### config.mk
export PLATFORM = sky130hd
export DESIGN_NAME = uart_irq_ident
export DESIGN_NICKNAME = d
export VERILOG_FILES = /design/src/rtl/uart_irq_pkg.sv /design/src/rtl/uart_irq_gap.sv /design/src/rtl/uart_irq_line.sv /design/src/rtl/uart_irq_prio.sv /design/src/rtl/uart_irq_ident.sv
export SDC_FILE = /design/constraint.sdc
export NUM_CORES = 1
export LEC_CHECK = 0
export ABC_CLOCK_PERIOD_IN_PS = 1800
export BUFFER_PORTS_ARGS = -buffer_cell sky130_fd_sc_hd__buf_2
export CAP_MARGIN = 20
export CORE_UTILIZATION = 48
export CTS_BUF_LIST = sky130_fd_sc_hd__clkbuf_8
export DETAILED_ROUTE_END_ITERATION = 8
export GPL_ROUTABILITY_DRIVEN = 0
export PLACE_DENSITY = 0.78
export SYNTH_ARGS = -nofsm -noshare
export SYNTH_HDL_FRONTEND = slang
export SYNTH_SLANG_ARGS = --single-unit
### constraint.sdc
create_clock -name clk -period 1.8 [get_ports clk]
set_clock_uncertainty 0.1 [all_clocks]
set_input_delay 0.36 -clock clk [delete_from_list [all_inputs] [get_ports clk]]
set_output_delay 0.36 -clock clk [all_outputs]
set_load 0.03 [all_outputs]
### src/rtl/uart_irq_pkg.sv
package uart_irq_pkg;

    localparam int NUM_CAUSE = 6;

    typedef enum logic [2:0] {
        CAUSE_MODEM = 3'd0,
        CAUSE_THRE  = 3'd1,
        CAUSE_RDA   = 3'd2,
        CAUSE_LINE  = 3'd3,
        CAUSE_EOD   = 3'd4,
        CAUSE_RXTO  = 3'd6
    } cause_e;

    // enable register bit positions
    localparam int EN_RDA   = 0;
    localparam int EN_THRE  = 1;
    localparam int EN_LINE  = 2;
    localparam int EN_MODEM = 3;
    localparam int EN_RXTO  = 4;
    localparam int EN_EOD   = 5;
    localparam int EN_W     = 6;

    localparam logic [1:0] ADDR_IER = 2'd0;
    localparam logic [1:0] ADDR_IIR = 2'd1;
    localparam logic [1:0] ADDR_LSR = 2'd2;

    // rank 0 is the most urgent
    function automatic cause_e rank_code(input int rank);
        case (rank)
            0:       return CAUSE_LINE;
            1:       return CAUSE_RXTO;
            2:       return CAUSE_EOD;
            3:       return CAUSE_RDA;
            4:       return CAUSE_THRE;
            default: return CAUSE_MODEM;
        endcase
    endfunction

    typedef struct packed {
        logic [EN_W-1:0] ier;
        logic            thre;
        logic            thr_prev;
        logic            ms;
        logic            eod;
        logic            rxto;
    } ctl_t;

endpackage

### src/rtl/uart_irq_gap.sv
module uart_irq_gap #(
    parameter int CHAR_TICKS = 160,
    parameter int GAP_CHARS  = 4
) (
    input  logic clk,
    input  logic rst_n,
    input  logic baud_tick,
    input  logic rx_push,
    output logic gap_o
);
    localparam int GAP_TICKS = CHAR_TICKS * GAP_CHARS;
    localparam int CNT_W     = $clog2(GAP_TICKS + 1);

    typedef struct packed {
        logic             armed;
        logic [CNT_W-1:0] cnt;
        logic             gap;
    } gap_t;

    gap_t st_d, st_q;

    always_comb begin
        st_d     = st_q;
        st_d.gap = 1'b0;
        if (rx_push) begin
            st_d.armed = 1'b1;
            st_d.cnt   = '0;
        end else if (st_q.armed && baud_tick) begin
            if (st_q.cnt == CNT_W'(GAP_TICKS - 1)) begin
                st_d.gap   = 1'b1;
                st_d.armed = 1'b0;
                st_d.cnt   = '0;
            end else begin
                st_d.cnt = st_q.cnt + 1'b1;
            end
        end
    end

    always_ff @(posedge clk) begin
        if (!rst_n) st_q <= '0;
        else        st_q <= st_d;
    end

    assign gap_o = st_q.gap;

    AST_GAP_ONESHOT: assert property (@(posedge clk) disable iff (!rst_n)
        st_q.gap |=> !st_q.gap);
    AST_GAP_DISARM: assert property (@(posedge clk) disable iff (!rst_n)
        (st_q.gap && !rx_push) |=> !st_q.armed);

endmodule

### src/rtl/uart_irq_line.sv
module uart_irq_line (
    input  logic       clk,
    input  logic       rst_n,
    input  logic       err_overrun,
    input  logic       err_parity,
    input  logic       err_frame,
    input  logic       err_break,
    input  logic       lsr_rd,
    output logic [3:0] err_o,
    output logic       fifo_err_o
);
    typedef struct packed {
        logic [3:0] err;   // {break, frame, parity, overrun}
        logic       ferr;
    } line_t;

    line_t st_d, st_q;
    logic [3:0] new_err;

    always_comb begin
        new_err = {err_break, err_frame, err_parity, err_overrun};
        st_d    = st_q;
        if (lsr_rd) st_d = '0;
        st_d.err  = st_d.err | new_err;
        st_d.ferr = st_d.ferr | err_parity | err_frame | err_break;
    end

    always_ff @(posedge clk) begin
        if (!rst_n) st_q <= '0;
        else        st_q <= st_d;
    end

    assign err_o      = st_q.err;
    assign fifo_err_o = st_q.ferr;

    AST_LSR_CLEAR: assert property (@(posedge clk) disable iff (!rst_n)
        (lsr_rd && new_err == 4'b0) |=> (st_q.err == 4'b0 && !st_q.ferr));

endmodule

### src/rtl/uart_irq_prio.sv
module uart_irq_prio
    import uart_irq_pkg::*;
(
    input  logic [NUM_CAUSE-1:0] pend_i,
    output cause_e               code_o,
    output logic                 any_o
);
    always_comb begin
        code_o = CAUSE_MODEM;
        for (int r = NUM_CAUSE - 1; r >= 0; r--) begin
            if (pend_i[r]) code_o = rank_code(r);
        end
        any_o = |pend_i;
    end
endmodule

### src/rtl/uart_irq_ident.sv
module uart_irq_ident
    import uart_irq_pkg::*;
#(
    parameter int LVL_W      = 6,
    parameter int RX_TRIG    = 4,
    parameter int DMA_ALIGN  = 4,
    parameter int CHAR_TICKS = 160,
    parameter int GAP_CHARS  = 4
) (
    input  logic             clk,
    input  logic             rst_n,
    input  logic [LVL_W-1:0] rx_level,
    input  logic             rx_push,
    input  logic             rx_pop,
    input  logic             err_overrun,
    input  logic             err_parity,
    input  logic             err_frame,
    input  logic             err_break,
    input  logic             baud_tick,
    input  logic             thr_empty,
    input  logic             modem_change,
    input  logic             dma_mode,
    input  logic             wr_en,
    input  logic             rd_en,
    input  logic [1:0]       addr,
    input  logic [7:0]       wdata,
    output logic [7:0]       rdata,
    output logic             irq,
    output logic [2:0]       int_id
);
    localparam int AL_W = $clog2(DMA_ALIGN);

    ctl_t st_d, st_q;

    logic                 gap;
    logic [3:0]           line_err;
    logic                 fifo_err;
    logic [NUM_CAUSE-1:0] pend;
    cause_e               code;
    logic                 any;
    logic                 ier_wr, iir_rd, lsr_rd;
    logic [EN_W-1:0]      ier_rise;
    logic [7:0]           iir_val, lsr_val;

    assign ier_wr = wr_en && (addr == ADDR_IER);
    assign iir_rd = rd_en && (addr == ADDR_IIR);
    assign lsr_rd = rd_en && (addr == ADDR_LSR);

    uart_irq_gap #(.CHAR_TICKS(CHAR_TICKS), .GAP_CHARS(GAP_CHARS)) u_gap (
        .clk(clk), .rst_n(rst_n), .baud_tick(baud_tick),
        .rx_push(rx_push), .gap_o(gap)
    );

    uart_irq_line u_line (
        .clk(clk), .rst_n(rst_n),
        .err_overrun(err_overrun), .err_parity(err_parity),
        .err_frame(err_frame), .err_break(err_break),
        .lsr_rd(lsr_rd), .err_o(line_err), .fifo_err_o(fifo_err)
    );

    // pending vector in rank order, rank 0 most urgent
    always_comb begin
        pend[0] = (|line_err) && st_q.ier[EN_LINE];
        pend[1] = st_q.rxto   && st_q.ier[EN_RXTO];
        pend[2] = st_q.eod    && st_q.ier[EN_EOD];
        pend[3] = (rx_level >= LVL_W'(RX_TRIG)) && !dma_mode && st_q.ier[EN_RDA];
        pend[4] = st_q.thre   && st_q.ier[EN_THRE];
        pend[5] = st_q.ms     && st_q.ier[EN_MODEM];
    end

    uart_irq_prio u_prio (.pend_i(pend), .code_o(code), .any_o(any));

    always_comb begin
        st_d          = st_q;
        st_d.thr_prev = thr_empty;
        ier_rise      = '0;
        if (ier_wr) begin
            st_d.ier = wdata[EN_W-1:0];
            ier_rise = wdata[EN_W-1:0] & ~st_q.ier;
        end
        // transmit empty
        if (iir_rd && any && code == CAUSE_THRE) st_d.thre = 1'b0;
        if (thr_empty && (!st_q.thr_prev || ier_rise[EN_THRE])) st_d.thre = 1'b1;
        if (!thr_empty) st_d.thre = 1'b0;
        // modem change
        if (iir_rd && any && code == CAUSE_MODEM) st_d.ms = 1'b0;
        if (modem_change) st_d.ms = 1'b1;
        // end of data: cleared only by an enable 0->1 transition
        if (ier_rise[EN_EOD]) st_d.eod = 1'b0;
        if (gap) st_d.eod = 1'b1;
        // receive timeout on misaligned residue
        if (rx_pop || rx_push) st_d.rxto = 1'b0;
        if (gap && rx_level[AL_W-1:0] != '0) st_d.rxto = 1'b1;
    end

    always_ff @(posedge clk) begin
        if (!rst_n) st_q <= '0;
        else        st_q <= st_d;
    end

    always_comb begin
        iir_val = {4'b0000, code, ~any};
        lsr_val = {fifo_err, 1'b0, thr_empty, line_err, (rx_level != '0)};
        case (addr)
            ADDR_IER: rdata = {{(8 - EN_W){1'b0}}, st_q.ier};
            ADDR_IIR: rdata = iir_val;
            ADDR_LSR: rdata = lsr_val;
            default:  rdata = 8'h00;
        endcase
    end

    assign irq    = any;
    assign int_id = code;

    AST_EOD_HOLD: assert property (@(posedge clk) disable iff (!rst_n)
        (st_q.eod && !(ier_wr && wdata[EN_EOD] && !st_q.ier[EN_EOD])) |=> st_q.eod);
    AST_LINE_FIRST: assert property (@(posedge clk) disable iff (!rst_n)
        ((|line_err) && st_q.ier[EN_LINE]) |-> (int_id == 3'd3 && irq));
    AST_RXTO_CLEAR: assert property (@(posedge clk) disable iff (!rst_n)
        (rx_pop && !gap) |=> !st_q.rxto);
    AST_THRE_DROP: assert property (@(posedge clk) disable iff (!rst_n)
        !thr_empty |=> !st_q.thre);
    AST_RDA_DMA: assert property (@(posedge clk) disable iff (!rst_n)
        (dma_mode && !(|line_err) && !st_q.rxto && !st_q.eod) |-> int_id != 3'd2);

endmodule

* Yosys cells after proc, flatten, opt, wreduce, memory -nomap -nowiden
Cells that the tools add are included.
Cells by class: add/subtract/negate cells 1, magnitude comparators 1, equal/unequal tests 4, mux-type cells 21, bitwise gates (word level) 9, reduce and logical (&&, ||, !) cells 36
Operators by type and width (count):
- case mux 8 bit (3 select lines) | 1
- logical AND 1 bit | 16
- nonzero test 2 bit | 7
- two-way mux 12 bit | 1
- two-way mux 1 bit | 11
- two-way mux 11 bit | 1
- adder 10 x 1 -> 10 bit (second input constant) | 1
- == test 10 bit (second input constant) | 1
- two-way mux 10 bit | 1
- two-way mux 3 bit | 3
- AND 6 bit | 1
- >= comparator 6 x 3 -> 1 bit (second input constant) | 1
- two-way mux 6 bit | 1
- NOT 6 bit | 1
- nonzero test 6 bit | 1
- OR reduction 6 bit | 1
- two-way mux 5 bit | 1
- bitwise OR 4 bit | 1
- AND reduction 2 bit | 2
- OR reduction 4 bit | 1
- == test 3 x 1 -> 1 bit (second input constant) | 1
- logical NOT 3 bit | 1
- NOT 1 bit | 3
- bitwise OR 1 bit | 3
- 8 further kinds | 10
Word-level totals: flip-flop bits (word level) 28, input port bits 30, output and inout bits 12, word-level logic and storage cells 83

* Logic depth before layout (Yosys ltp)
depth in word-level cells 11, depth in mapped cells 6

* By module
From an unflattened synthesis, not the netlist that was laid out.
Second synthesis, totals: cell total of the unflattened synthesis 154, area total of the unflattened synthesis 1380.1 um^2
By module, submodules not included:
- uart_irq_ident | instances 1, cells an instance 75, area an instance 636.9 um^2
- uart_irq_gap | instances 1, cells an instance 55, area an instance 514.2 um^2
- uart_irq_line | instances 1, cells an instance 15, area an instance 182.7 um^2
- uart_irq_prio | instances 1, cells an instance 9, area an instance 46.3 um^2

* Least setup slack after synthesis
Ideal clock, no wire load.
path type input-to-output, start point input rx_level[5], end point output rdata[0], data arrival time 2.015 ns, data required time 1.340 ns, setup slack -0.675 ns, stages on the path 4, buffers on the path 0, cell sequence or4_4 > a21boi_0 > a31oi_1 > o21ai_0
On the way: word-level cells in the longest chain between the ends 6
Ends and longest elaborated chain:
- start, declared | RTL line uart_irq_ident.sv:12 | input logic [LVL_W-1:0] rx_level,
- >= comparator 6 x 3 -> 1 bit | RTL line uart_irq_ident.sv:66 | pend[3] = (rx_level >= LVL_W'(RX_TRIG)) && !dma_mode && st_q.ier[EN_RDA];
- logical AND 1 bit (2 in a row) | RTL line uart_irq_ident.sv:66
- OR reduction 6 bit | RTL line uart_irq_prio.sv:13 | any_o = |pend_i;
- NOT 1 bit | RTL line uart_irq_ident.sv:102 | iir_val = {4'b0000, code, ~any};
- case mux 8 bit (3 select lines) * | RTL line uart_irq_ident.sv:104 | case (addr)
- end, declared | RTL line uart_irq_ident.sv:27 | output logic [7:0] rdata,
Every way passes the cells marked *; elsewhere a longest branch is shown, timed or not.

* Worst setup path after layout
start point register u_line.st_q, in the netlist u_line.err_o[2], end point output rdata[2]
On the way: word-level cells in the longest chain between the ends 4
Ends and longest elaborated chain:
- start, declared | RTL line uart_irq_line.sv:17 | line_t st_d, st_q;
- start signal, assigned | RTL line uart_irq_line.sv:30 | else st_q <= st_d;
- OR reduction 4 bit | RTL line uart_irq_ident.sv:63 | pend[0] = (|line_err) && st_q.ier[EN_LINE];
- logical AND 1 bit | RTL line uart_irq_ident.sv:63
- two-way mux 3 bit | RTL line uart_irq_prio.sv:11 | if (pend_i[r]) code_o = rank_code(r);
- case mux 8 bit (3 select lines) | RTL line uart_irq_ident.sv:104
Every way passes these cells.

==> impl_metrics.toml <==
[synth]
synth_edf_count = 0
synth.area.top_cells = "dfxtp_1 (40%), nor2b_1 (6.7%), mux2i_1 (6.4%)"
yosys.area_share.simple_pct = 28.7
yosysUniqueCellTypes = 43
yosysWarnings = 0
yosysSeqAreaShare_pct = 39.9
synth_top_area_share_pct = 39.9
synth_area_sq_um = 1400
synth_flop_cell = "dfxtp_1"
synthArstFlopShare_pct = 0
synth_mux_area_share_pct = 6.42
synth.avg_cell_area_sq_um = 8.61
synth-xor-area-share_pct = 4.99
synth-seq-cells = 28
synth_top_family_by_area = "simple AND/OR/NAND/NOR gates"
synth_compound_area_share_pct = 14.8
synth_nets = 194
syn-instance-count = 163
synth_fa_ha_area_share_pct = 0.891
yosysTopAreaCell = "dfxtp_1"

[min_path]
hold_depth = 3
min_path_type = "in -> reg"
min_to = "u_line.err_o[0]$_SDFF_PN0_"
min_from = "err_overrun"

[clock_network]
h-tree-depth = 1
cts-root-buf = "clkbuf_8"
clkSinkCount = 28
cts_made_buffers = 3
holdBufCountCts = 0
postCtsSetupRepairBufs = 0
clk_pin_slew_ns = 0.08
cts_buffer_depth = 2
clock_latency_ns = 0.26
cts_tree = "built"

[grt]
grt_pass1_wl_mm = 5.41
grt.overflow.total = 0
grt_pass1_vias = 1300
antenna_found_initial = 0
grt_max_degree = 18
track_usage_pct = 21.7

[cells_and_area]
stdcell_area_sq_um = 1880
final_util_pct = 68.1
drive_above_1_share_pct = 34.9
nets = 251
finalNonFillerCells = 249
areaGrowthSynthToFinish_pct = 33.7
antennaDiodeCount = 0

[setup_path]
cp-end-kind = "primary output"
reg2reg_from = "u_line.err_o[2]$_SDFF_PN0_"
arrival_ns = 1.76
ff2ff_setup_slack_ns = -0.01
worstPathMaxFanout = 2
r2r_cells = 5
crit_type = "reg -> out"
r2r_end = "st_q[2]$_SDFFE_PN0P_"
startpoint_type = "flop"
cp_data_required_time_ns = 1.34

[power]
switching_share_pct = 25.3
power_frac_seq_pct = 54.9
p_leak_nw = 0.770
power_density_nw_per_um2 = 632
ir_worst_vdd_mv = 0.530
p_sw_mw = 0.300
internal_power_mw = 0.887
pwr-share-comb_pct = 18.0
power_frac_clock_pct = 27.1

[drt]
drc = 0
wl_per_cell_microns = 13.3
wl_mm = 3.31
vias = 1360
viasPerCell = 5.46
drtIter0Drc = 45
firstDrtPassIters = 4
antenna_left = 0

[timing]
setup_viol = 9
fin_setup_tns_ns = -2.71
rsz0062_at_grt = "yes"
slew_violations = 0
final_hold_viol_count = 0
tightest_slew_ns = 0.556
max_slew_margin_pct = 62.0
setup_slack_ns = -0.424
fin_crit_ns = 2.22
fin_crit_sh_pct = 124
fmax_mhz = 450

[placement]
io_buffers = 38
place_inst = 246
hpwl_mm = 2.51
placed_area_sq_um = 1770

[die]
die_x_microns = 56.1
initial_utilization_pct = 50.9
dieArea_sq_um = 3140
core_area_sq_um = 2760
io_pins = 42
rows = 19
fp.dieH_microns = 56.1

[job]
cap_violations = 0

[run_status]
status = "finished with violations"
failed_checks = "negative setup slack"
critical path: stages (launching register included):
cell and delay, ns:
dfxtp_1 0.32, o41a_1 0.45, a311o_2 0.34, mux2i_1 0.18
o21ai_2 0.07, buf_6 0.14
kinds of logic (layout without fill, tap and decap cells):
group           count (synthesis)  in the layout
compound gates                 31             31
xor+xnor                        8              8
fa+ha+maj                       1              1
buf+inv                        10             65
flops                          28             28
mux                             9              9
other cells                     1              1
simple gates                   75             75
area by class of cell:
type / instances / area (sq um)
fillers: 213 / 881
repair buffers: 57 / 362
inverters: 5 / 18.8
multi-input cells: 125 / 856
clock buffers: 3 / 41.3
flip-flops and latches: 28 / 561
well taps: 31 / 38.8
registers in the layout, indices dropped and copies added, names as in the netlist:
| name | cells |
|---|---|
| st_q | 11 |
| u_gap.gap_o | 1 |
| u_gap.st_q | 11 |
| u_line.err_o | 4 |
| u_line.fifo_err_o | 1 |
power groups by stage:
stage,Clock (mW),Combinational (mW),Sequential (mW)
3_3_place_gp,0,0.191,0.664
3_5_place_dp,0,0.197,0.665
4_1_cts,0.332,0.208,0.650
5_1_grt,0.355,0.230,0.653
2_1_floorplan,0,0.116,0.662
6_report,0.322,0.214,0.651
worst max path at each step:
stage / cells past startpoint / startpoint / end
2_1_floorplan: 4 / rx_level[5] / rdata[2]
3_3_place_gp: 6 / rx_level[5] / rdata[2]
3_5_place_dp: 6 / rx_level[5] / rdata[2]
4_1_cts: 5 / u_line.err_o[3]$_SDFF_PN0_ / rdata[2]
5_1_grt: 5 / u_line.err_o[2]$_SDFF_PN0_ / rdata[1]
6_report: 5 / u_line.err_o[2]$_SDFF_PN0_ / rdata[2]
Yosys cell counts (2+ instances only):
cell type  count
nand4_1        3
a31oi_1        4
nand2_1       15
xnor2_1        6
a21oi_1        9
xor2_1         2
o21ai_0        5
nor2_1        18
nand3_1        2
nor2b_1       15
buf_6          2
nor4_1         2
inv_1          5
mux2i_1        9
a311o_1        2
and2_1         4
dfxtp_1       28
a22oi_1        2
nor3_1         4
a21boi_0       2
nand2b_1       2
timing repair:
action,CTS,global route
cloned,0,0
setup endpoints to repair,9,10
gates resized for setup,15,3
pin swaps,1,3
routing by layer:
layer | up-vias | GRT usage [%] | share of wire, %
met5 | - | 0 | 0
met3 | 7 | 3.49 | 5.3
met2 | 46 | 41.0 | 51
met1 | 625 | 24.3 | 42
met4 | 0 | 7.67 | 1.4
li1 | 682 | - | -
cells in the final DEF (no fill, tap or decap), types with 4 or more instances in the layout:
cell,instances
a21oi_1,8
a31oi_1,4
and2_1,4
buf_2,31
buf_4,23
dfxtp_1,28
inv_1,5
mux2i_1,9
nand2_1,14
nor2_1,17
nor2b_1,15
xnor2_1,6
through the flow:
stage               worst slack (ns)  power, mW  hold WS [ns]
floorplan                     -0.314      0.778         0.352
global placement              -0.406      0.855         0.366
detailed placement            -0.434      0.861         0.397
CTS                           -0.429       1.19         0.213
global route                  -0.487       1.24         0.219
finish                        -0.424       1.19         0.215
Power figures use the tool's default switching activity.
